[src/rtl/ser2par_pkg.sv]
package ser2par_pkg;
  localparam int unsigned SYNC_STAGES_DEF = 2;
  localparam int unsigned WIDTH_DEF       = 8;
endpackage

[src/rtl/ser2par_rst_sync.sv]
module ser2par_rst_sync #(
  parameter int unsigned STAGES = ser2par_pkg::SYNC_STAGES_DEF
) (
  input  logic clk,
  input  logic arst_n,
  output logic srst_n
);
  logic [STAGES-1:0] chain_q;
  logic [STAGES-1:0] chain_d;

  always_comb begin
    chain_d = {chain_q[STAGES-2:0], 1'b1};
  end

  always_ff @(posedge clk or negedge arst_n) begin
    if (!arst_n) chain_q <= '0;
    else         chain_q <= chain_d;
  end

  assign srst_n = chain_q[STAGES-1];
endmodule

[src/rtl/ser2par_bit_sync.sv]
module ser2par_bit_sync #(
  parameter int unsigned STAGES = ser2par_pkg::SYNC_STAGES_DEF
) (
  input  logic clk,
  input  logic rst_n,
  input  logic din,
  output logic dout
);
  logic [STAGES-1:0] sr_q;
  logic [STAGES-1:0] sr_d;

  always_comb begin
    sr_d = {sr_q[STAGES-2:0], din};
  end

  always_ff @(posedge clk or negedge rst_n) begin
    if (!rst_n) sr_q <= '0;
    else        sr_q <= sr_d;
  end

  assign dout = sr_q[STAGES-1];
endmodule

[src/rtl/ser2par_edge_sync.sv]
module ser2par_edge_sync #(
  parameter int unsigned STAGES = ser2par_pkg::SYNC_STAGES_DEF
) (
  input  logic clk,
  input  logic rst_n,
  input  logic ext,
  output logic rise
);
  localparam int unsigned LEN = STAGES + 1;
  logic [LEN-1:0] sr_q;
  logic [LEN-1:0] sr_d;

  always_comb begin
    sr_d = {sr_q[LEN-2:0], ext};
  end

  always_ff @(posedge clk or negedge rst_n) begin
    if (!rst_n) sr_q <= '0;
    else        sr_q <= sr_d;
  end

  assign rise = sr_q[STAGES-1] & ~sr_q[STAGES];

  // an edge produces a single-cycle pulse, never two in a row
  assert_single_pulse_R8: assert property (@(posedge clk) disable iff (!rst_n)
    rise |=> !rise);
endmodule

[src/rtl/ser2par_shift_chain.sv]
module ser2par_shift_chain #(
  parameter int unsigned N = ser2par_pkg::WIDTH_DEF
) (
  input  logic         clk,
  input  logic         clr_n,
  input  logic         adv,
  input  logic         din,
  output logic [N-1:0] stages
);
  logic [N-1:0] stg_q;
  logic [N-1:0] stg_d;

  generate
    for (genvar k = 0; k < N; k++) begin : g_stage
      if (k == 0) begin : g_head
        always_comb stg_d[k] = adv ? din : stg_q[k];
      end else begin : g_body
        always_comb stg_d[k] = adv ? stg_q[k-1] : stg_q[k];
      end
      always_ff @(posedge clk or negedge clr_n) begin
        if (!clr_n) stg_q[k] <= 1'b0;
        else        stg_q[k] <= stg_d[k];
      end
    end
  endgenerate

  assign stages = stg_q;

  assert_shift_move_R1: assert property (@(posedge clk) disable iff (!clr_n)
    adv |=> (stg_q[0] == $past(din)) && (stg_q[N-1:1] == $past(stg_q[N-2:0])));
  assert_shift_hold_R8: assert property (@(posedge clk) disable iff (!clr_n)
    !adv |=> $stable(stg_q));
endmodule

[src/rtl/ser2par_hold_reg.sv]
module ser2par_hold_reg #(
  parameter int unsigned N = ser2par_pkg::WIDTH_DEF
) (
  input  logic         clk,
  input  logic         rst_n,
  input  logic         load,
  input  logic [N-1:0] d,
  output logic [N-1:0] q
);
  logic [N-1:0] hold_q;
  logic [N-1:0] hold_d;

  always_comb begin
    hold_d = load ? d : hold_q;
  end

  always_ff @(posedge clk or negedge rst_n) begin
    if (!rst_n) hold_q <= '0;
    else        hold_q <= hold_d;
  end

  assign q = hold_q;

  assert_load_copy_R2: assert property (@(posedge clk) disable iff (!rst_n)
    load |=> q == $past(d));
  assert_load_keep_R4: assert property (@(posedge clk) disable iff (!rst_n)
    !load |=> $stable(q));
endmodule

[src/rtl/ser2par_latch.sv]
module ser2par_latch #(
  parameter int unsigned N     = ser2par_pkg::WIDTH_DEF,
  parameter int unsigned SYNCS = ser2par_pkg::SYNC_STAGES_DEF
) (
  input  logic         clk,
  input  logic         rst_n,
  input  logic         shift_clk,
  input  logic         store_clk,
  input  logic         clear_n,
  input  logic         out_en_n,
  input  logic         ser_in,
  output logic [N-1:0] par_q,
  output logic         par_drive,
  output logic         ser_out
);
  logic sys_rst_n;
  logic clr_raw_n;
  logic clr_rst_n;
  logic shift_rise;
  logic store_rise;
  logic din_sync;
  logic [N-1:0] chain;

  assign clr_raw_n = rst_n & clear_n;

  ser2par_rst_sync #(.STAGES(SYNCS)) u_sys_rst (
    .clk(clk), .arst_n(rst_n), .srst_n(sys_rst_n));

  ser2par_rst_sync #(.STAGES(SYNCS)) u_clr_rst (
    .clk(clk), .arst_n(clr_raw_n), .srst_n(clr_rst_n));

  ser2par_edge_sync #(.STAGES(SYNCS)) u_shift_edge (
    .clk(clk), .rst_n(sys_rst_n), .ext(shift_clk), .rise(shift_rise));

  ser2par_edge_sync #(.STAGES(SYNCS)) u_store_edge (
    .clk(clk), .rst_n(sys_rst_n), .ext(store_clk), .rise(store_rise));

  ser2par_bit_sync #(.STAGES(SYNCS)) u_din_sync (
    .clk(clk), .rst_n(sys_rst_n), .din(ser_in), .dout(din_sync));

  ser2par_shift_chain #(.N(N)) u_chain (
    .clk(clk), .clr_n(clr_rst_n), .adv(shift_rise),
    .din(din_sync), .stages(chain));

  ser2par_hold_reg #(.N(N)) u_hold (
    .clk(clk), .rst_n(sys_rst_n), .load(store_rise),
    .d(chain), .q(par_q));

  assign ser_out   = chain[N-1];
  assign par_drive = ~out_en_n;

  assert_clear_sout_R4: assert property (@(posedge clk) disable iff (!sys_rst_n)
    !clr_rst_n |-> (ser_out == 1'b0));
  assert_clear_load_R5: assert property (@(posedge clk) disable iff (!sys_rst_n)
    (!clr_rst_n && store_rise) |=> (par_q == '0));
  assert_tied_lag_R7: assert property (@(posedge clk) disable iff (!clr_rst_n)
    (store_rise && shift_rise) |=> (par_q == $past(chain)));
endmodule

[config.mk]
export PLATFORM = sky130hd
export DESIGN_NAME = ser2par_latch
export DESIGN_NICKNAME = d
export VERILOG_FILES = /design/src/rtl/ser2par_pkg.sv /design/src/rtl/ser2par_rst_sync.sv /design/src/rtl/ser2par_bit_sync.sv /design/src/rtl/ser2par_edge_sync.sv /design/src/rtl/ser2par_shift_chain.sv /design/src/rtl/ser2par_hold_reg.sv /design/src/rtl/ser2par_latch.sv
export SDC_FILE = /design/constraint.sdc
export NUM_CORES = 1
export LEC_CHECK = 0
export ABC_AREA = 1
export BUFFER_PORTS_ARGS = -buffer_cell sky130_fd_sc_hd__buf_4
export CORE_UTILIZATION = 52
export DETAILED_ROUTE_END_ITERATION = 8
export PLACE_DENSITY = 0.75
export SETUP_SLACK_MARGIN = 0.2
export SLEW_MARGIN = 10
export SYNTH_ARGS = -nofsm -noshare
export SYNTH_HDL_FRONTEND = slang
export SYNTH_SLANG_ARGS = --single-unit
[constraint.sdc]
create_clock -name clk -period 0.8 [get_ports clk]
set_input_delay 0.16 -clock clk [delete_from_list [all_inputs] [get_ports clk]]
set_output_delay 0.16 -clock clk [all_outputs]
set_load 0.02 [all_outputs]
### After elaboration in Yosys (flattened, before gate mapping)

Index checks and enable logic that the tools add are counted.

* bits in registers: 28
* input port bits: 7
* output and inout bits: 10
* logic and storage cells: 20

* bitwise gates (word level): 6

Operators by type and width (number)
* bitwise AND 1 bit: 3
* NOT 1 bit: 3

### Longest topological paths before layout

Gate-level depths: netlist of the first run.

* depth after elaboration: 2
* gate-level depth with buffers: 4
* depth with buffers taken out: 4

### Modules after synthesis

A second synthesis of the first run with hierarchy kept.

* cells, all modules: 89
* area total of the unflattened synthesis: 949.7 um2

By module, submodules not included
* ser2par_hold_reg: area each 305.3 um2, times used 1, sequential area each 200.2 um2, cells each 34
* ser2par_shift_chain: area each 305.3 um2, times used 1, sequential area each 200.2 um2, cells each 34
* ser2par_edge_sync: area each 85.1 um2, times used 2, sequential area each 75.1 um2, cells each 5
* ser2par_rst_sync: area each 53.8 um2, times used 2, sequential area each 50.0 um2, cells each 3
* ser2par_bit_sync: area each 50.0 um2, times used 1, sequential area each 50.0 um2, cells each 2
* ser2par_latch: area each 11.3 um2, times used 1, sequential area each 0.0 um2, cells each 3

### Least setup slack after synthesis of the first run

OpenSTA, ideal clock, no wires.

* path kind: reg-to-reg
* start: reg u_shift_edge.sr_q[2]
* end: reg u_chain.stg_q[7], in the netlist u_chain.stages[7]
* required time: 683 ps
* library setup time: 117 ps
* slack: 34 ps
* path buffers: 0
* cell stages (with the launch flop): 5
* period minus slack after synthesis: 766 ps
* data arrival time: 648 ps
* cells stage by stage: dfrtp_1 -> inv_2 -> nand2_4 -> nand2_1 -> nand2_1

* word-level cells in the longest chain between the ends: 2

Ends and longest elaborated chain
* start: declaration: line ser2par_edge_sync.sv:10 `logic [LEN-1:0] sr_q;`
* start signal: assignment: line ser2par_edge_sync.sv:19 `else sr_q <= sr_d;`
* NOT 1 bit: line ser2par_edge_sync.sv:22 `assign rise = sr_q[STAGES-1] & ~sr_q[STAGES];`
* bitwise AND 1 bit: line ser2par_edge_sync.sv:22
* end signal: indexed assignment: line ser2par_shift_chain.sv:22 `else stg_q[k] <= stg_d[k];`
* end: declaration: line ser2par_shift_chain.sv:10 `logic [N-1:0] stg_q;`

Every way passes these cells.
A chain may end at the register's enable or synchronous reset.

### Final worst setup path of the first run

* start: reg u_chain.stg_q[7], in the netlist u_chain.stages[7]
* end: out ser_out

RTL lines
* end: declaration: line ser2par_latch.sv:14 `output logic ser_out`

No word-level cell between the ends.

==> metrics.cfg, run 1 <==
[status]
status=complete, but fails checks
violations=setup timing

[detailed_routing]
via_count=678
wl_per_cell_um=11.4
routed_wl_um=1650
drtPass1Iterations=2
ant_nets=0
drc=0
drtIter0Drc=6
via_per_inst=4.71

[global_route]
grt_max_degree=17
grt_pass1_vias=614
grt-ovfl-total=0
grt_antenna_before_repair=0
grt_pass1_wl_um=2650
grt_use_total_pct=19.3

[run]
cap_viol_max_count=0

[synthesis]
synthFlopType=dfrtp_1
synth_edf_count=0
synthTopCellsByArea=dfrtp_1 (72%), nand2_1 (13%), nand3_1 (8.3%)
netlist_area_um2=968
ys_types=8
synth.most_common_cell=nand2_1
ys_ff_latch=28
synthTopCellsByCount=nand2_1 (33), dfrtp_1 (28), nand3_1 (16)
ys_warn_count=0
syn_inst=86
avgSynthCellArea_um2=11.3
synth_top_area_cell=dfrtp_1
seq_area_frac_synth_pct=72.4
synth-async-reset-ratio_pct=100
netlist.area_leader.share_pct=72.4

[worst_setup_path]
crit_type=reg -> out
cpMaxStageDelayCell=dfrtp_1
worst-endpoint-required_ps=640
start_kind=flip-flop
cp_top_family=flip-flops
crit_path_max_fanout=2
slowest_delay_ps=420
cp.arrival_ps=880
crit_chain=buf_6
worstSetupEndpointType=primary output
cp_num_buf_inv=1

[final_layout]
finalNonFillerCells=144
final_core_util_pct=79.2
final.fill_count=106
syn_to_final_growth_pct=41.2
layout-drive-gt1-share_pct=43.7
diodes=0
final_nets=128

[floorplan]
die_x_um=45.2
rows=15
die_area_mm2=0.00204
start_util_pct=56.1
die_h_um=45.2
fp.coreArea_mm2=0.00173
io_pins=17

[clock_tree]
clkLatencyLatePin_ps=320
cts_buffer_depth=2
root_buffer=clkbuf_4
cts_buffers=3
clk_pin_slew_worst_paths_ps=140
htreeDepth=1
clock-sinks=28
tritoncts=built

[placed_design]
dp_hpwl_um=1070
port_buffers=16
dp.cells=128
place_congestion=0.740

[power_and_ir_drop]
p_leak_nw=0.709
vdd_drop_max_uv=1560
p_per_area_mw_per_mm2=2210
p_total_w=0.00302

[sta]
clock_skew_ps=8.76
timing.final.crit_share_pct=130
setup_viol=25
rsz0062_at_grt=true
whs_ps=136
max_freq_ghz=0.963
period_minus_slack_ps=1040
hold_viol=0
slew_viol_final=0
timing.final.ws_setup_ps=-238
finalSetupTns_ps=-2610

[worst_hold_path]
min_path_type=reg -> async

## power by group
| part | switching (W) | internal, W |
|---|---|---|
| Clock | 0.000374 | 0.000177 |
| Sequential | 0.000161 | 0.00160 |
| Combinational | 0.000327 | 0.000385 |
| Total | 0.000862 | 0.00216 |
## state kept, by name, indices dropped and copies added (netlist names)
name and count:
u_chain.stages 8, u_clr_rst.chain_q 2, u_hold.q 8, u_store_edge.sr_q 3, u_shift_edge.sr_q 3, u_din_sync.sr_q 2, u_sys_rst.chain_q 2
## per-layer routing
metal | GRT usage (%) | vias up | wire, um
met1 | 21.4 | 317 | 720
li1 | - | 338 | -
met3 | 2.40 | 5 | 34
met5 | 0 | - | 0
met2 | 33.6 | 18 | 843
met4 | 14.5 | 0 | 49
## cells by family (layout without fill, tap and decap cells)
group                  after synthesis  in the layout  share of synthesized area [%]
AND/OR/NAND/NOR                     51             51                           23.4
other                                1              2                          0.387
buffers and inverters                6             38                           3.88
flip-flops                          28             28                           72.4
## per-stage QoR
| step | area [um^2] | worst slack [ps] |
|---|---|---|
| 2_1_floorplan | 972 | 34.6 |
| 3_3_place_gp | 1130 | -119 |
| 3_5_place_dp | 1130 | -135 |
| 4_1_cts | 1330 | -241 |
| 5_1_grt | 1370 | -265 |
| 6_report | 1370 | -238 |
## path summary, 6_finish.rpt
check	startpoint	to	slack [ps]	cells past startpoint
hold reg to reg	u_clr_rst.chain_q[1]	u_chain.stages[6]	140	0
setup reg to reg	u_shift_edge.sr_q[2]	u_chain.stages[3]	-60	4
max in group asynchronous	u_sys_rst.chain_q[1]	u_store_edge.sr_q[1]	400	1
min in group clk	u_store_edge.sr_q[0]	u_store_edge.sr_q[1]	370	0
setup / recovery	u_chain.stages[7]	ser_out	-240	1
hold / removal	u_clr_rst.chain_q[1]	u_chain.stages[6]	140	0
## area by class of cell
type	instances	area (um^2)	area share [%]
Sequential cell	28	703	51.4
Timing Repair Buffer	30	299	21.9
Multi-Input combinational cell	53	292	21.3
Tap cell	25	31.3	2.29
Clock buffer	3	22.5	1.65
Inverter	4	15.0	1.10
Timing Repair inverter	1	5.00	0.366
## worst register-to-register path, cell delays in order, from the launching register on
cell and delay, ps:
dfrtp_1 430, inv_2 110, nand2_4 100, nand2_1 70
nand2_1 50
## layout by cell type (no fill, tap or decap), drive strengths merged
cell / count
buf: 25
clkbuf: 3
clkinvlp: 1
conb: 2
dfrtp: 28
dlygate4sd3: 5
inv: 4
nand2: 35
nand3: 16
## repair_timing
item / CTS / global route
endpoints found under the hold margin: 7 / 0
pin swaps: 15 / 2
setup endpoints to repair: 27 / 28
buffers inserted: 5 / 2
gates cloned: 1 / 0
hold buffers: 5 / 0
resized for setup: 23 / 10
No activity file was read; power rests on OpenSTA's default activity.
==> run 2, diff against run 1 <==
SYNTH_HIERARCHICAL = 1   (was default)
==> metrics.cfg, run 2 <==
[detailed_routing]
ant_nets=0
via_count=669
drc=0
wl_per_cell_um=9.95
routed_wl_um=1480
drtIter0Drc=3
via_per_inst=4.49
drtPass1Iterations=4

[synthesis]
ys_warn_count=6
synth.most_common_cell=nand2_1
syn_inst=89
synthTopCellsByArea=dfrtp_1 (74%), nand2_1 (19%), buf_6 (2.4%)
ys_types=7
synthFlopType=dfrtp_1
synth_edf_count=0
netlist.area_leader.share_pct=73.8
syn_nets=96
synthTopCellsByCount=nand2_1 (49), dfrtp_1 (28), inv_1 (4)
synth_top_area_cell=dfrtp_1
ys_ff_latch=28
netlist_area_um2=950
synth-async-reset-ratio_pct=100
seq_area_frac_synth_pct=73.8
avgSynthCellArea_um2=10.7

[final_layout]
syn_to_final_growth_pct=42.2
final_nets=133
layout_commonest_cell=nand2_1
final_area_mm2=0.00135
layout-drive-gt1-share_pct=41.9
diodes=0
final_cell_mix=nand2_1 (35), dfrtp_1 (28), buf_4 (15)

[global_route]
grt_use_total_pct=18.2
grt_max_degree=17
grt_antenna_before_repair=0
grt_pass1_vias=633
grt_pass1_wl_um=2500
grt-ovfl-total=0

[clock_tree]
clk_pin_slew_worst_paths_ps=130
clock-sinks=28
clkLatencyLatePin_ps=310
root_buffer=clkbuf_4
cts_buffers=3
htreeDepth=1
tritoncts=built
cts_buffer_depth=2

[sta]
timing.final.ws_setup_ps=-219
whs_ps=130
period_minus_slack_ps=1020
timing.final.crit_share_pct=127
finalSetupTns_ps=-3440
setup_viol=25
slew_viol_final=0
max_freq_ghz=0.981
rsz0062_at_grt=true
hold_viol=0
clock_skew_ps=6.97

[worst_setup_path]
cp_top_family=flip-flops
cp.arrival_ps=860
crit_type=reg -> out
crit_chain=buf_6
reg2reg_depth=6
rr_endpoint=u_chain/stages[3]
crit_path_max_fanout=2
reg2reg_slack_ps=-130
timing.rr.start=u_shift_edge/sr_q[1]
start_kind=flip-flop
cp_num_buf_inv=1
slowest_delay_ps=410
cpMaxStageDelayCell=dfrtp_1
worstSetupEndpointType=primary output
worst-endpoint-required_ps=640

[worst_hold_path]
min_path_type=reg -> async

[power_and_ir_drop]
p_total_w=0.00299
p_leak_nw=0.731
p_per_area_mw_per_mm2=2210
vdd_drop_max_uv=1680

[floorplan]
die_area_mm2=0.00200
die_h_um=44.7
io_pins=17
fp.coreArea_mm2=0.00173
start_util_pct=55.0
rows=15
die_x_um=44.7

[status]
violations=setup timing
status=complete, but fails checks

[placed_design]
port_buffers=16
place_area_mm2=0.00111
place_congestion=0.734
post-place-ws_ps=-150
dp_hpwl_um=945

[run]
cap_viol_max_count=0

==> run 2: through the flow <==
step	util, %	cells
floorplan	-	89
global placement	64.5	132
detailed placement	64.5	132
CTS	75.8	146
global route	78.2	149
finish	78.2	149
==> run 2: worst max path at each step <==
stage                                   end            startpoint  cells after the start  slack, ps
after floorplan           u_chain/stages[7]  u_shift_edge/sr_q[1]                      6        -40
after global placement          u_hold/q[4]  u_store_edge/sr_q[1]                      5        -90
after detailed placement        u_hold/q[4]  u_store_edge/sr_q[1]                      5       -150
after CTS                          par_q[4]           u_hold/q[4]                      1       -230
after global routing               par_q[1]           u_hold/q[1]                      1       -270
final                              par_q[7]           u_hold/q[7]                      1       -220
==> run 2: where the power goes <==
| part | internal (W) | switching (W) | total (W) | leakage [nW] |
|---|---|---|---|---|
| registers | 0.00160 | 0.000146 | 0.00174 | 0.352 |
| clock network | 0.000176 | 0.000351 | 0.000527 | 0.0138 |
| logic | 0.000395 | 0.000324 | 0.000719 | 0.365 |
| total | 0.00217 | 0.000820 | 0.00299 | 0.731 |
==> run 2: per-layer routing <==
layer	vias to the layer above	GRT usage, %	part of all wire [%]
met5	-	0	0
met4	0	9.09	0.88
met3	2	4.80	2.6
met2	17	33.2	57
met1	317	19.3	39
li1	333	-	-
==> run 2: repair_timing <==
| item | 4_1_cts | 5_1_grt |
|---|---|---|
| setup endpoints to repair | 25 | 26 |
| hold endpoints to repair | 7 | 0 |
| pin swaps | 6 | 2 |
| hold buffers | 5 | 0 |
| cloned | 1 | 0 |
| gates resized for setup | 26 | 7 |
| setup buffers | 5 | 3 |
==> run 2: cell families after synthesis <==
logic type    count (synthesis)  share of synthesized area [%]
simple gates                 51                           20.7
flops                        28                           73.8
buf+inv                       8                           4.74
other cells                   2                          0.791
==> run 2: cell type report <==
class / instances / area, um^2
Sequential cell: 28 / 701
Fill cell: 113 / 377
Timing Repair Buffer: 34 / 314
Multi-Input combinational cell: 53 / 249
Inverter: 6 / 32.5
Tap cell: 25 / 31.3
Clock buffer: 3 / 22.5
==> run 3, diff against run 2 <==
TNS_END_PERCENT = 20   (was default)
==> metrics.cfg, run 3 (synthesis results as in run 2) <==
[status]
status=complete, but fails checks
violations=setup timing

[worst_setup_path]
crit_type=reg -> out
cp.arrival_ps=860
cp_num_buf_inv=1
worst-endpoint-required_ps=640
cp_top_family=flip-flops
slowest_delay_ps=410
crit_chain=buf_6
start_kind=flip-flop
worstSetupEndpointType=primary output
crit_path_max_fanout=2
cpMaxStageDelayCell=dfrtp_1

[floorplan]
io_pins=17
start_util_pct=55.0
die_h_um=44.7
die_area_mm2=0.00200
fp.coreArea_mm2=0.00173
die_x_um=44.7
rows=15

[placed_design]
place_congestion=0.734
port_buffers=16
dp_hpwl_um=945

[power_and_ir_drop]
power_frac_seq_pct=58.8
internal_power_w=0.00215
p_total_w=0.00294
vdd_drop_max_uv=1580
power_switching_w=0.000785
switching_share_pct=26.7
combPwrFrac_pct=23.4
clkPwrFrac_pct=17.8
p_per_area_mw_per_mm2=2260
p_leak_nw=0.716

[worst_hold_path]
min_path_type=reg -> async

[clock_tree]
clkLatencyLatePin_ps=310
cts_buffer_depth=2
root_buffer=clkbuf_4
htreeDepth=1
clock-sinks=28
clk_pin_slew_worst_paths_ps=130
cts_buffers=3
tritoncts=built

[global_route]
grt_antenna_before_repair=0
grt_pass1_vias=601
grt_max_degree=17
grt_pass1_wl_um=2320
grt-ovfl-total=0
grt_use_total_pct=16.9

[detailed_routing]
routed_wl_um=1380
drc=0
via_count=652
ant_nets=0
drtPass1Iterations=4
wl_per_cell_um=9.32
drtIter0Drc=8
via_per_inst=4.41

[final_layout]
final.fill_count=118
syn_to_final_growth_pct=37.0
layout_commonest_cell=nand2_1
final_nets=132
diodes=0
final_cell_mix=nand2_1 (48), dfrtp_1 (28), buf_4 (16)
layout-drive-gt1-share_pct=30.9

[sta]
setup_viol=25
clock_skew_ps=5.59
period_minus_slack_ps=1020
slew_viol_final=0
timing.final.crit_share_pct=127
hold_viol=0
max_freq_ghz=0.983
whs_ps=134
timing.final.ws_setup_ps=-217
rsz0062_at_grt=true

[run]
cap_viol_max_count=0

-- run 3: worst paths after layout --
path	from	endpoint	slack [ps]	cells past startpoint
worst max-delay path	u_hold/q[7]	par_q[7]	-220	1
worst min-delay path	u_clr_rst/chain_q[1]	u_chain/stages[6]	130	0
worst max register to register	u_shift_edge/sr_q[2]	u_chain/stages[3]	-90	5
worst min register to register	u_clr_rst/chain_q[1]	u_chain/stages[6]	130	0
max in group asynchronous	u_clr_rst/chain_q[1]	u_chain/stages[2]	430	0
min in group clk	u_clr_rst/chain_q[0]	u_clr_rst/chain_q[1]	370	0
-- run 3: final cells by class --
class                           instances  area, um^2  share of cell area (%)
Clock buffer                            3        22.5                    1.73
Multi-Input combinational cell         53         211                    16.2
Sequential cell                        28         701                    53.8
Inverter                                6        30.0                    2.31
Tap cell                               25        31.3                    2.40
Timing Repair Buffer                   33         305                    23.5
-- run 3: power groups by stage --
stage	logic, W	registers [W]	clock network (W)
2_1_floorplan	0.000163	0.00184	0
3_3_place_gp	0.000480	0.00173	0
3_5_place_dp	0.000489	0.00174	0
4_1_cts	0.000643	0.00173	0.000553
5_1_grt	0.000754	0.00175	0.000619
6_report	0.000687	0.00173	0.000523
-- run 3: stage by stage --
stage	setup WS (ps)	setup TNS, ps	util, %	instances	cell area (um^2)
2_1_floorplan	-37.8	-567	-	89	955
3_3_place_gp	-90.3	-1360	64.5	132	1110
3_5_place_dp	-150	-1920	64.5	132	1110
4_1_cts	-232	-3390	73.5	145	1270
5_1_grt	-273	-4790	75.4	148	1300
6_report	-217	-3170	75.4	148	1300
-- run 3: repair_timing --
item / in CTS / in global routing
hold endpoints to repair: 7 / 0
setup buffers: 5 / 3
endpoints found under the setup margin: 25 / 26
pin swaps: 2 / 2
hold buffers: 5 / 0
gates resized for setup: 13 / 4
-- run 3: routing by layer --
metal / vias up / share of wire, % / GRT usage [%]
met1: 300 / 42 / 18.4
met3: 2 / 3.1 / 4.80
met2: 19 / 54 / 29.7
met5: - / 0 / 0
met4: 0 / 0.94 / 9.09
li1: 331 / - / -
